<file path="config.mk">
export PLATFORM = sky130hd
export DESIGN_NAME = zsr_readout
export DESIGN_NICKNAME = d
export VERILOG_FILES = /design/src/rtl/zsr_pkg.sv /design/src/rtl/zsr_event_store.sv /design/src/rtl/zsr_readout_seq.sv /design/src/rtl/zsr_readout.sv
export SDC_FILE = /design/constraint.sdc
export NUM_CORES = 1
export LEC_CHECK = 0
export ABC_AREA = 1
export ABC_CLOCK_PERIOD_IN_PS = 8670
export BUFFER_PORTS_ARGS = -buffer_cell sky130_fd_sc_hd__buf_2
export CAP_MARGIN = 40
export CORE_ASPECT_RATIO = 0.9
export CORE_UTILIZATION = 38
export CTS_CLUSTER_SIZE = 14
export DETAILED_ROUTE_END_ITERATION = 8
export SLEW_MARGIN = 20
export SYNTH_ARGS = -nofsm -noshare
export SYNTH_HDL_FRONTEND = slang
export SYNTH_SLANG_ARGS = --single-unit
</file>
<file path="constraint.sdc">
create_clock -name clk -period 8.67 [get_ports clk]
set_clock_uncertainty 0.2 [all_clocks]
set_input_delay 1.3005 -clock clk [delete_from_list [all_inputs] [get_ports clk]]
set_output_delay 1.3005 -clock clk [all_outputs]
set_load 0.005 [all_outputs]
</file>
<file path="src/rtl/zsr_pkg.sv">
// Shared types and word packing for the zero-suppressed readout.
// Assumes 16-bit words whose bit 0 is an even-parity bit over bits 15:1.
package zsr_pkg;

    localparam int WORD_W = 16;
    localparam int BCID_W = 12;
    localparam int CHF_W  = 6;   // channel field width in a hit word
    localparam int ORD_W  = 8;   // event ordinal field width in a hit word

    typedef enum logic [1:0] {
        RD_IDLE = 2'd0,
        RD_ID   = 2'd1,
        RD_WORD = 2'd2,
        RD_FIN  = 2'd3
    } rd_state_e;

    // Append the even-parity bit to a 15-bit word body.
    function automatic logic [WORD_W-1:0] seal_word(input logic [WORD_W-2:0] body);
        return {body, ^body};
    endfunction

endpackage

</file>
<file path="src/rtl/zsr_event_store.sv">
// Event memory: DEPTH slots of {hit pattern, bunch-crossing ID}.
// Drops noisy (all channels hit) triggers. When full it either drops new
// triggers (keep-first) or overwrites the oldest slot (keep-last ring).
// Assumes DEPTH is a power of two and at least 2. Reads are combinational,
// indexed by ordinal from the oldest stored event.
module zsr_event_store
    import zsr_pkg::*;
#(
    parameter int NUM_CH = 64,
    parameter int DEPTH  = 8,
    localparam int PTR_W = $clog2(DEPTH),
    localparam int CNT_W = $clog2(DEPTH + 1)
) (
    input  logic              clk,
    input  logic              rst_n,
    input  logic              wr_en,
    input  logic              roll_mode,
    input  logic [NUM_CH-1:0] wr_hits,
    input  logic [BCID_W-1:0] wr_bcid,
    input  logic              clear,
    input  logic [PTR_W-1:0]  rd_ord,
    output logic [NUM_CH-1:0] rd_hits,
    output logic [BCID_W-1:0] rd_bcid,
    output logic [CNT_W-1:0]  count
);

    logic [NUM_CH-1:0] hit_mem  [DEPTH];
    logic [BCID_W-1:0] bcid_mem [DEPTH];
    logic [PTR_W-1:0]  wr_ptr;
    logic [PTR_W-1:0]  base_ptr;
    logic              noisy;
    logic              has_room;
    logic              do_write;
    logic [PTR_W-1:0]  rd_slot;

    assign noisy    = &wr_hits;
    assign has_room = (count < CNT_W'(DEPTH));
    assign do_write = wr_en && !noisy && (has_room || roll_mode);
    assign rd_slot  = base_ptr + rd_ord;
    assign rd_hits  = hit_mem[rd_slot];
    assign rd_bcid  = bcid_mem[rd_slot];

    // Pointer and occupancy bookkeeping for both fill modes.
    always_ff @(posedge clk) begin
        if (!rst_n || clear) begin
            wr_ptr   <= '0;
            base_ptr <= '0;
            count    <= '0;
        end else if (do_write) begin
            wr_ptr <= wr_ptr + PTR_W'(1);
            if (has_room) begin
                count <= count + CNT_W'(1);
            end else begin
                base_ptr <= base_ptr + PTR_W'(1);
            end
        end
    end

    // Slot storage; contents are only meaningful below the occupancy count.
    always_ff @(posedge clk) begin
        if (do_write) begin
            hit_mem[wr_ptr]  <= wr_hits;
            bcid_mem[wr_ptr] <= wr_bcid;
        end
    end

endmodule

</file>
<file path="src/rtl/zsr_readout_seq.sv">
// Readout sequencer: on start sends the chip ID, then each stored event as a
// header word and one hit word per fired channel (ascending), one bit per
// clock MSB first. Ends with a one-cycle done that clears the memory.
// Assumes ID_W < 16 and NUM_CH <= 64 so fields fit the word format.
module zsr_readout_seq
    import zsr_pkg::*;
#(
    parameter int NUM_CH = 64,
    parameter int DEPTH  = 8,
    parameter int ID_W   = 8,
    localparam int PTR_W = $clog2(DEPTH),
    localparam int CNT_W = $clog2(DEPTH + 1),
    localparam int CH_W  = $clog2(NUM_CH)
) (
    input  logic              clk,
    input  logic              rst_n,
    input  logic              start,
    input  logic              always_id,
    input  logic [ID_W-1:0]   chip_id,
    input  logic [CNT_W-1:0]  ev_count,
    input  logic [NUM_CH-1:0] rd_hits,
    input  logic [BCID_W-1:0] rd_bcid,
    output logic [PTR_W-1:0]  rd_ord,
    output logic              lock,
    output logic              busy,
    output logic              sdo,
    output logic              done
);

    rd_state_e         state;
    logic [3:0]        bit_cnt;
    logic [WORD_W-1:0] sh;
    logic [NUM_CH-1:0] rem;
    logic [PTR_W-1:0]  ev_ord;
    logic [CH_W-1:0]   low_ch;
    logic              more_ev;
    logic [WORD_W-1:0] hdr_word;
    logic [WORD_W-1:0] hit_word;

    // Lowest remaining fired channel of the current event.
    always_comb begin
        low_ch = '0;
        for (int i = NUM_CH - 1; i >= 0; i--) begin
            if (rem[i]) low_ch = CH_W'(i);
        end
    end

    assign more_ev  = (CNT_W'(ev_ord) + CNT_W'(1)) < ev_count;
    assign rd_ord   = (state == RD_WORD) ? ev_ord + PTR_W'(1) : '0;
    assign hdr_word = seal_word({1'b0, rd_bcid, 2'b00});
    assign hit_word = seal_word({1'b1, CHF_W'(low_ch), ORD_W'(ev_ord)});
    assign busy     = (state == RD_ID) || (state == RD_WORD);
    assign done     = (state == RD_FIN);
    assign sdo      = busy && sh[WORD_W-1];
    assign lock     = (state != RD_IDLE) || start;

    // Stream state machine and shift register.
    always_ff @(posedge clk) begin
        if (!rst_n) begin
            state   <= RD_IDLE;
            bit_cnt <= '0;
            sh      <= '0;
            rem     <= '0;
            ev_ord  <= '0;
        end else begin
            case (state)
                RD_IDLE: begin
                    if (start) begin
                        bit_cnt <= '0;
                        if (ev_count != '0 || always_id) begin
                            sh    <= WORD_W'(chip_id) << (WORD_W - ID_W);
                            state <= RD_ID;
                        end else begin
                            state <= RD_FIN;
                        end
                    end
                end
                RD_ID: begin
                    sh      <= sh << 1;
                    bit_cnt <= bit_cnt + 4'd1;
                    if (bit_cnt == 4'(ID_W - 1)) begin
                        bit_cnt <= '0;
                        if (ev_count != '0) begin
                            sh     <= hdr_word;
                            rem    <= rd_hits;
                            ev_ord <= '0;
                            state  <= RD_WORD;
                        end else begin
                            state <= RD_FIN;
                        end
                    end
                end
                RD_WORD: begin
                    sh      <= sh << 1;
                    bit_cnt <= bit_cnt + 4'd1;
                    if (bit_cnt == 4'd15) begin
                        if (|rem) begin
                            sh  <= hit_word;
                            rem <= rem & (rem - NUM_CH'(1));
                        end else if (more_ev) begin
                            sh     <= hdr_word;
                            rem    <= rd_hits;
                            ev_ord <= ev_ord + PTR_W'(1);
                        end else begin
                            state <= RD_FIN;
                        end
                    end
                end
                default: begin
                    state <= RD_IDLE;
                end
            endcase
        end
    end

endmodule

</file>
<file path="src/rtl/zsr_readout.sv">
// Top of the zero-suppressed event memory readout. Gates triggers while a
// readout runs or is being requested, and ties the store to the sequencer.
module zsr_readout
    import zsr_pkg::*;
#(
    parameter int NUM_CH = 64,
    parameter int DEPTH  = 8,
    parameter int ID_W   = 8,
    localparam int PTR_W = $clog2(DEPTH),
    localparam int CNT_W = $clog2(DEPTH + 1)
) (
    input  logic              clk,
    input  logic              rst_n,
    input  logic              roll_mode,
    input  logic              always_id,
    input  logic [ID_W-1:0]   chip_id,
    input  logic              trig,
    input  logic [NUM_CH-1:0] hits,
    input  logic [BCID_W-1:0] bcid,
    input  logic              start,
    output logic              busy,
    output logic              sdo,
    output logic              done
);

    logic              lock;
    logic              accept;
    logic [CNT_W-1:0]  ev_count;
    logic [PTR_W-1:0]  rd_ord;
    logic [NUM_CH-1:0] rd_hits;
    logic [BCID_W-1:0] rd_bcid;

    assign accept = trig && !lock;

    zsr_event_store #(.NUM_CH(NUM_CH), .DEPTH(DEPTH)) u_store (
        .clk      (clk),
        .rst_n    (rst_n),
        .wr_en    (accept),
        .roll_mode(roll_mode),
        .wr_hits  (hits),
        .wr_bcid  (bcid),
        .clear    (done),
        .rd_ord   (rd_ord),
        .rd_hits  (rd_hits),
        .rd_bcid  (rd_bcid),
        .count    (ev_count)
    );

    zsr_readout_seq #(.NUM_CH(NUM_CH), .DEPTH(DEPTH), .ID_W(ID_W)) u_seq (
        .clk      (clk),
        .rst_n    (rst_n),
        .start    (start),
        .always_id(always_id),
        .chip_id  (chip_id),
        .ev_count (ev_count),
        .rd_hits  (rd_hits),
        .rd_bcid  (rd_bcid),
        .rd_ord   (rd_ord),
        .lock     (lock),
        .busy     (busy),
        .sdo      (sdo),
        .done     (done)
    );

endmodule

</file>
==> impl_metrics.json, run 1 <==
{
  "outcome": "finished, final reports clean",
  "dieArea_um2": 79200,
  "critPathArrivalTime_ns": 6.10,
  "powerDensity_nw_per_um2": 324,
  "p_leak_nw": 11.7,
  "gp_congestion": 0.881,
  "cts_buffers": 73,
  "swShare": 0.379,
  "synth-simple-area-share": 0.114,
  "htreeDepth": 3,
  "ys_seq_area_frac": 0.682,
  "area_delta_synth_final_pct": 14.1,
  "rr_worst_depth": 23,
  "finalCritPeriodShare": 0.664,
  "fp.dieH_um": 267,
  "cts_hold_buf": 0,
  "p_clk_frac": 0.277,
  "ir_worst_vdd_uv": 171,
  "worstSetupPathType": "reg -> reg",
  "drt-pass1-iter-count": 5,
  "cts_buffer_depth": 3,
  "hold_violations": 0,
  "dp.cells": 3680,
  "cts_tree": "yes",
  "viasPerCell": 5.46,
  "die_width_um": 297,
  "syn_inst": 2669,
  "cts.clk_slew.worst_paths_ns": 0.06,
  "grt_max_degree": 127,
  "async_reset_ff_frac": 0,
  "dp_hpwl_um": 47700,
  "ys_seq_elements": 707,
  "start_util": 0.387,
  "rsz0062_at_grt": "no",
  "insertion_delay_ns": 0.63,
  "cp-end-kind": "flip-flop",
  "fin_crit_ns": 5.76,
  "synth_compound_area_frac": 0.149,
  "numClockSinks": 707,
  "grt_overflow": 0,
  "synthAdderAreaFrac": 0.00657,
  "synth_top_family_by_area": "compound AO/OA/AOI/OAI gates",
  "synth_area_per_cell_um2": 11.1,
  "drt.antenna.violating_nets": 0,
  "maxCapViolations": 0,
  "hp-class": "reg -> reg",
  "first_global_vias": 20500,
  "synth_mux_area_frac": 0,
  "p_comb_frac": 0.348,
  "post_cts_resized": 0,
  "cts_setup_buffers": 0,
  "drt_wl_total_um": 79700,
  "synth_cell_type_count": 48,
  "pwr-share-seq": 0.375,
  "synth.area.top_cells": "edfxtp_1, dfxtp_1, nor2_1, o21ai_0, nand2_1",
  "grtUsageTotal": 0.201,
  "root_buffer": "clkbuf_16",
  "synth_nets": 2774,
  "grt_pass1_wl_um": 122000,
  "synth_xor_xnor_area_share": 0.00556,
  "drt_iter0_markers": 2014,
  "hold_path_depth": 2,
  "slew_headroom": 0.424,
  "synth_warnings": 0,
  "yosysTopAreaCell": "edfxtp_1",
  "core_um2": 76800,
  "crit_required_ns": 9.02,
  "internal_power_mw": 6.81,
  "drive_gt1_frac": 0.111,
  "tns_ns": 0,
  "ioPinCount": 93,
  "final_nets": 2837,
  "fin_cells": 3822,
  "syn_area_um2": 29700,
  "num_vias": 20900,
  "setup_viol": 0,
  "post_drt_wl_per_cell_um": 20.9,
  "worst_slew_pin_slew_ns": 0.864,
  "drc": 0,
  "antenna_found_initial": 9,
  "fmax_mhz": 174,
  "synth_top_area_frac": 0.615,
  "io_buffers": 92,
  "cp_max_fo": 66,
  "synth_ff_type": "edfxtp_1",
  "synth-edff-count": 608,
  "power.switching_mw": 4.15,
  "row_count": 96,
  "crit_path_start_kind": "flip-flop",
  "slew_violations": 0
}
==> final timing paths <==
check                  from          end  slack [ns]
min             u_seq.sh[7]  u_seq.sh[7]        0.26
min reg2reg     u_seq.sh[7]  u_seq.sh[7]        0.26
max reg2reg  u_seq.state[0]  u_seq.sh[0]        2.91
max          u_seq.state[0]  u_seq.sh[0]        2.91
==> cell families after synthesis <==
| kind of cell | after synthesis |
|---|---|
| and+or+nand+nor | 840 |
| DFF | 707 |
| xor gates and xnor gates | 18 |
| AOI/OAI and AO/OA | 744 |
| buffers and inverters | 345 |
| adders and majority gates | 15 |
==> cell usage after synthesis, drive strengths merged (51+ instances only) <==
library cell	instances
nand2	313
o22ai	68
nor2	415
o21ai	333
nand3	51
edfxtp	608
clkbuf	141
o221ai	61
a21oi	146
inv	192
o211ai	72
dfxtp	99
==> metal layers <==
layer / up-vias / global-route usage / part of all wire
met5: - / 0 / 0.00066
met4: 8 / 0.0678 / 0.024
met2: 608 / 0.324 / 0.48
li1: 9791 / - / -
met1: 10300 / 0.276 / 0.45
met3: 119 / 0.0328 / 0.055
==> critical path, stage by stage (launching register included) <==
cell and delay, ns:
dfxtp_1 0.38, inv_1 0.09, ha_1 0.44, inv_2 0.39, nor2_1 0.15, ha_4 0.19
fa_4 0.42, xor2_1 0.16, or2_1 0.26, nand2_4 0.40, buf_4 0.69, nand2_1 0.10
a31oi_1 0.18, a32oi_1 0.13, xnor2_1 0.32, xnor2_1 0.17, xor2_1 0.20, xor2_1 0.21
nand2_1 0.07, a211oi_1 0.20, nand2_1 0.07, nand2_1 0.05, nand2_1 0.05, a21oi_2 0.11
==> registers in the layout, summed over array words and instances, names as in the netlist <==
| signal | cells |
|---|---|
| u_seq.state | 2 |
| u_seq.sh | 16 |
| u_seq.bit_cnt | 4 |
| u_store.wr_ptr | 3 |
| u_store.count | 4 |
| u_seq.ev_ord | 3 |
| u_store.hit_mem | 512 |
| u_store.bcid_mem | 96 |
| u_store.base_ptr | 3 |
| u_seq.rem | 64 |
==> final cells by class <==
cell class / instances / area (um^2)
Inverter: 195 / 742
Sequential cell: 707 / 20200
Multi-Input combinational cell: 1617 / 8240
Clock buffer: 88 / 1960
Timing Repair Buffer: 138 / 1040
Antenna cell: 4 / 10.0
Tap cell: 1029 / 1290
Fill cell: 6990 / 42900
Clock inverter: 44 / 355
==> power by group through the flow <==
| stage | Clock [mW] | Sequential (mW) | Combinational (mW) |
|---|---|---|---|
| 5_1_grt | 3.21 | 4.14 | 4.29 |
| 3_3_place_gp | 0 | 4.17 | 3.65 |
| 3_5_place_dp | 0 | 4.18 | 3.77 |
| 6_report | 3.04 | 4.11 | 3.82 |
| 4_1_cts | 3.10 | 4.11 | 3.79 |
| 2_1_floorplan | 0 | 4.13 | 2.64 |
==> stage by stage <==
| step | util | total power, mW | hold WS [ns] | setup slack (ns) | area [um^2] |
|---|---|---|---|---|---|
| 2_1_floorplan | - | 6.77 | 0.242 | 0.604 | 29700 |
| 3_3_place_gp | 0.406 | 7.83 | 0.253 | 3.04 | 31200 |
| 3_5_place_dp | 0.410 | 7.95 | 0.252 | 2.94 | 31400 |
| 4_1_cts | 0.440 | 11.0 | 0.262 | 2.90 | 33800 |
| 5_1_grt | 0.441 | 11.6 | 0.274 | 2.49 | 33900 |
| 6_report | 0.441 | 11.0 | 0.262 | 2.91 | 33900 |
==> cell usage in the layout, fill, tap and decap left out, types with 4 or more instances in the layout <==
cell type and count:
or2_2 5, a211oi_1 5, edfxtp_1 608, nor2_1 406, o22ai_1 68, diode_2 4, nand3_1 50, clkinv_2 11
o21ai_0 290, o211ai_1 72, dfxtp_1 99, a31oi_1 11, buf_12 5, clkinv_1 24, a21oi_1 145, a221oi_1 15
o31ai_1 4, buf_4 30, clkbuf_1 12, buf_2 93, xnor2_1 7, nor3_1 13, buf_16 9, nor4_1 9
o221ai_1 61, xor2_1 10, bufinv_16 4, clkbuf_16 76, o21ai_1 43, inv_2 46, a32oi_1 6, nor2_4 8
ha_1 13, nand4_1 26, nand2_1 310, o311ai_1 8, inv_1 144
(Power assumes the default switching activity.)
==> run 2, diff against run 1 <==
--- a/config.mk
+++ b/config.mk
@@ -6,7 +6,7 @@
 export NUM_CORES = 1
 export LEC_CHECK = 0
 export ABC_AREA = 1
-export ABC_CLOCK_PERIOD_IN_PS = 8670
+export ABC_CLOCK_PERIOD_IN_PS = 5300
 export BUFFER_PORTS_ARGS = -buffer_cell sky130_fd_sc_hd__buf_2
 export CAP_MARGIN = 40
 export CORE_ASPECT_RATIO = 0.9
==> constraint.sdc (replaced) <==
create_clock -name clk -period 5.3 [get_ports clk]
set_clock_uncertainty 0.2 [all_clocks]
set_input_delay 0.795 -clock clk [delete_from_list [all_inputs] [get_ports clk]]
set_output_delay 0.795 -clock clk [all_outputs]
set_load 0.005 [all_outputs]
==> run 2 against run 1 <==
Net effect:
- die area did not move
- cell count up 0.18%
- combinational power rose by 62%
- clock-buffer cell count grew 6
- core utilization is essentially flat
- sequential share of layout area hardly changed
- wire length decreased by 0.32%
- non-clock buffer count up 1
- global-route usage fell by 0.16 points
- clock power is 65% higher
- critical path type unchanged
- largest cell class unchanged
- highest routed layer unchanged
==> impl_metrics.json, run 2 (same netlist as run 1, synthesis figures left out) <==
{
  "row_count": 96,
  "regMostFlops": "u_store.hit_mem",
  "slew_headroom": 0.338,
  "rsz0062_at_grt": "no",
  "cp_max_fo": 45,
  "hold_path_depth": 1,
  "cts_buffers": 75,
  "grtUsageTotal": 0.200,
  "grt_overflow": 0,
  "numClockSinks": 707,
  "cp-end-kind": "flip-flop",
  "largest_reg_flops": 512,
  "root_buffer": "clkbuf_16",
  "insertion_delay_ns": 0.63,
  "cts_hold_buf": 0,
  "finalCritPeriodShare": 0.907,
  "drt-pass1-iter-count": 6,
  "drt_iter0_markers": 1932,
  "slew_violations": 0,
  "drt_wl_total_um": 79500,
  "cts_buffer_depth": 3,
  "drive_gt1_frac": 0.116,
  "antenna_found_initial": 9,
  "start_util": 0.387,
  "drt.antenna.violating_nets": 0,
  "regArea_um2": 20200,
  "fp.dieH_um": 267,
  "preCtsSetupSlack_ns": 0.594,
  "dp_hpwl_um": 46500,
  "p_leak_nw": 11.7,
  "whs_ns": 0.243,
  "rrSetupSlack_ns": 0.50,
  "top_usage_layer": "met2",
  "gp_congestion": 0.904,
  "cts.clk_slew.worst_paths_ns": 0.06,
  "cts_setup_buffers": 0,
  "fin_cells": 3829,
  "use_met2": 0.323,
  "setup_ws_ns": 0.495,
  "viasPerCell": 5.48,
  "crit_path_start_kind": "flip-flop",
  "grt.met3_usage": 0.0359,
  "regToRegEndpoint": "u_seq.rem[22]",
  "reg2reg_from": "u_seq.rem[0]",
  "outcome": "finished, final reports clean",
  "total_power_mw": 17.9,
  "ir_worst_vdd_uv": 289,
  "crit_required_ns": 5.59,
  "grt_pass1_wl_um": 121000,
  "drc": 0,
  "final_nets": 2840,
  "num_vias": 21000,
  "reg_top3": "u_store.hit_mem (512), u_store.bcid_mem (96), u_seq.rem (64)",
  "io_buffers": 92,
  "layout_common_cells": "edfxtp_1, nor2_1, nand2_1",
  "first_global_vias": 20500,
  "worst_slew_pin_slew_ns": 0.985,
  "dp.cells": 3684,
  "hold_path_startpoint": "bcid[10]",
  "area_delta_synth_final_pct": 14.1,
  "multi_input_area_um2": 8260,
  "maxCapViolations": 0,
  "htreeDepth": 3,
  "ioPinCount": 93,
  "worstSetupPathType": "reg -> reg",
  "setup_viol": 0,
  "fill_cells": 6998,
  "rr_worst_depth": 22,
  "post_drt_wl_per_cell_um": 20.8,
  "fin_crit_ns": 4.80,
  "post_cts_resized": 0,
  "dieArea_um2": 79200,
  "fmax_mhz": 208,
  "powerDensity_nw_per_um2": 529,
  "core_um2": 76800,
  "hold_violations": 0,
  "use_met1": 0.275,
  "cts_tree": "yes",
  "critPathArrivalTime_ns": 5.09,
  "tns_ns": 0,
  "hp-class": "in -> reg",
  "die_width_um": 297,
  "layout_commonest_cell": "edfxtp_1",
  "min_to": "u_store.bcid_mem[3][10]",
  "grt_max_degree": 141
}
-- run 2: through the flow --
stage	cell area, um^2	util
2_1_floorplan	29700	-
3_3_place_gp	31300	0.408
3_5_place_dp	31400	0.409
4_1_cts	33800	0.440
5_1_grt	33900	0.441
6_report	33900	0.441
-- run 2: worst max-delay path, stage by stage (launching register included) --
cell and delay [ns]:
dfxtp_1 0.32, nor2_1 0.18, nand2_1 0.13, nor2_1 0.17, inv_2 0.04, nor2_1 0.15
inv_2 0.06, nor2_1 0.24, inv_2 0.08, nor2_1 0.32, inv_2 0.12, nor2_1 0.34
inv_2 0.08, nor2_1 0.16, nand2_1 0.11, nor2_4 0.31, nor2_1 0.19, buf_4 0.22
nor2_4 0.46, buf_12 0.35, a31oi_1 0.13, o21ai_1 0.20, a21oi_1 0.08
-- run 2: final cells by class --
class | count | area share
sequential | 707 | 0.597
timing repair buffer | 139 | 0.0286
multi-input combinational | 1617 | 0.244
clock inverter | 44 | 0.0116
antenna | 4 | 0.000295
tap | 1029 | 0.0380
inverter | 195 | 0.0219
clock buffer | 94 | 0.0587
-- run 2: per-layer routing --
layer / wire length [um] / up-vias / share of wire
met5: 55 / - / 0.00069
met4: 1760 / 8 / 0.022
li1: - / 9790 / -
met2: 37600 / 644 / 0.47
met1: 35400 / 10400 / 0.44
met3: 4710 / 130 / 0.059
-- run 2: report_power, final --
part           total (mW)  switching [mW]  internal (mW)
registers            6.72           0.291           6.42
clock network        5.03            2.18           2.85
logic                6.19            4.31           1.88
total                17.9            6.78           11.2
-- run 2: worst max-delay path by stage --
stage,from,slack (ns),endpoint
floorplan,hits[55],-0.20,u_store.bcid_mem[0][0]
global placement,u_seq.rem[0],0.61,u_seq.rem[22]
detailed placement,u_seq.rem[0],0.59,u_seq.rem[22]
CTS,u_seq.rem[0],0.58,u_seq.rem[22]
global route,u_seq.rem[0],0.13,u_seq.rem[59]
finish,u_seq.rem[0],0.50,u_seq.rem[22]
==> run 3, diff against run 2 <==
--- a/config.mk
+++ b/config.mk
@@ -6,7 +6,7 @@
 export NUM_CORES = 1
 export LEC_CHECK = 0
 export ABC_AREA = 1
-export ABC_CLOCK_PERIOD_IN_PS = 5300
+export ABC_CLOCK_PERIOD_IN_PS = 5900
 export BUFFER_PORTS_ARGS = -buffer_cell sky130_fd_sc_hd__buf_2
 export CAP_MARGIN = 40
 export CORE_ASPECT_RATIO = 0.9
==> constraint.sdc (replaced) <==
create_clock -name clk -period 5.9 [get_ports clk]
set_clock_uncertainty 0.2 [all_clocks]
set_input_delay 0.885 -clock clk [delete_from_list [all_inputs] [get_ports clk]]
set_output_delay 0.885 -clock clk [all_outputs]
set_load 0.005 [all_outputs]
==> run 3 against run 2 <==
Net effect:
- sequential power decreased by 10%
- first-iteration DRC count decreased by 3.8%
- fmax decreased by 12%
- core utilization about the same
- hold slack improved by 0.032 ns
- critical path type unchanged
==> impl_metrics.json, run 3 (same netlist as run 1, synthesis figures left out) <==
{
  "outcome": "finished, final reports clean",
  "hold_violations": 0,
  "drt.antenna.violating_nets": 0,
  "cts_tree": "yes",
  "root_buffer": "clkbuf_16",
  "reg_top3": "u_store.hit_mem (512), u_store.bcid_mem (96), u_seq.rem (64)",
  "design_area_um2": 33900,
  "finalCritPeriodShare": 0.920,
  "crit_chain": "nor2_1 -> nand2_1 -> nor2_1 -> inv_2 -> nor2_1 -> inv_2 -> nor2_1 -> inv_2 -> nor2_1 -> inv_2 -> nor2_1 -> inv_2 -> nor2_1 -> nand2_1 -> nor2_4 -> nor2_1 -> buf_4 -> nor2_4 -> buf_4 -> o211ai_1 -> a21oi_1",
  "layout_common_cells": "edfxtp_1, nor2_1, nand2_1",
  "maxCapViolations": 0,
  "crit_required_ns": 6.24,
  "fin_cells": 3822,
  "cp_num_buf_inv": 7,
  "regMostFlops": "u_store.hit_mem",
  "ir_worst_vdd_uv": 281,
  "hold_path_depth": 2,
  "dp_hpwl_um": 46700,
  "cp-end-kind": "flip-flop",
  "cts_setup_buffers": 0,
  "num_vias": 20900,
  "ioPinCount": 93,
  "tns_ns": 0,
  "io_buffers": 92,
  "numClockSinks": 707,
  "critPathArrivalTime_ns": 5.77,
  "drt_wl_total_um": 78700,
  "drc": 0,
  "rr_worst_depth": 21,
  "htreeDepth": 3,
  "cts_buffers": 73,
  "row_count": 96,
  "post_cts_resized": 0,
  "post_drt_wl_per_cell_um": 20.6,
  "drive_gt1_frac": 0.115,
  "grt_overflow": 0,
  "dieArea_um2": 79200,
  "powerDensity_nw_per_um2": 476,
  "placed_cell_area_um2": 31400,
  "grt_max_degree": 129,
  "worst_slew_pin_slew_ns": 0.839,
  "p_leak_nw": 11.7,
  "worstSetupPathType": "reg -> reg",
  "layout_commonest_cell": "edfxtp_1",
  "cp_common_cell": "nor2_1",
  "fill_cells": 7005,
  "max_stage_delay_ns": 0.63,
  "gp_congestion": 0.908,
  "cp_max_fo": 27,
  "cts.clk_slew.worst_paths_ns": 0.06,
  "dp.cells": 3686,
  "slew_violations": 0,
  "largest_reg_flops": 512,
  "fp.dieH_um": 267,
  "grtUsageTotal": 0.198,
  "fmax_mhz": 184,
  "total_power_mw": 16.1,
  "drt_iter0_markers": 1859,
  "viasPerCell": 5.46,
  "crit_path_start_kind": "flip-flop",
  "final_nets": 2842,
  "setup_viol": 0,
  "slew_headroom": 0.441,
  "core_um2": 76800,
  "die_width_um": 297,
  "crit_slowest_cell": "nor2_4",
  "cts_buffer_depth": 3,
  "rsz0062_at_grt": "no",
  "crit_cells": 21,
  "antenna_found_initial": 8,
  "insertion_delay_ns": 0.63,
  "first_global_vias": 20300,
  "cts_hold_buf": 0,
  "area_delta_synth_final_pct": 14.0,
  "drt-pass1-iter-count": 6,
  "fin_crit_ns": 5.43,
  "hp-class": "reg -> reg",
  "grt_pass1_wl_um": 120000,
  "crit_family": "simple AND/OR/NAND/NOR gates",
  "start_util": 0.387
}
==> run 3: changes by cell type in the layout (fill, tap and decap cells not counted), moves of 3 or more <==
cell / previous run / this run
clkbuf_8: 2 / 5
buf_12: 6 / 3
buf_4: 37 / 40
clkbuf_1: 16 / 19
clkbuf_16: 76 / 73
clkinv_1: 13 / 8
clkinv_2: 14 / 9
inv_6: 2 / 5
==> run 3: where the power goes <==
part / internal, mW / switching [mW] / total (mW)
clock network: 2.58 / 1.90 / 4.48
registers: 5.77 / 0.266 / 6.04
logic: 1.69 / 3.90 / 5.59
==> run 3: metrics by stage <==
stage	utilization	hold slack (ns)	worst slack, ns
after floorplan	-	0.242	0.307
after global placement	0.408	0.254	0.506
after detailed placement	0.409	0.266	0.505
after CTS	0.439	0.274	0.503
after global routing	0.441	0.291	0.165
final	0.441	0.275	0.469
==> run 3: cell type report <==
type	count	area, um^2	area share
sequential	707	20200	0.598
multi-input combinational	1617	8260	0.244
clock buffer	97	1970	0.0581
tap	1029	1290	0.0380
timing repair buffer	143	1010	0.0299
inverter	195	742	0.0219
clock inverter	32	348	0.0103
antenna	2	5.00	0.000148
==> run 3: tightest hold or removal path: cells and delay by family, from the launching register on <==
kind | cells | cell delay, ns
compound gates | 1 | 0.06
flops | 1 | 0.31
simple gates | 1 | 0.06
==> run 3: path summary, 6_finish.rpt <==
| path | from | end | slack, ns |
|---|---|---|---|
| setup / recovery | u_seq.rem[0] | u_seq.rem[38] | 0.47 |
| hold / removal | u_seq.sh[7] | u_seq.sh[7] | 0.28 |
| setup reg to reg | u_seq.rem[0] | u_seq.rem[38] | 0.47 |
| hold reg to reg | u_seq.sh[7] | u_seq.sh[7] | 0.28 |
==> run 3: routing by layer <==
metal	vias to the layer above	track usage	share of wire	wire length (um)
li1	9781	-	-	-
met1	10300	0.275	0.45	35300
met2	673	0.320	0.47	36800
met3	130	0.0285	0.060	4720
met4	8	0.0603	0.023	1810
met5	-	0	0.00051	40
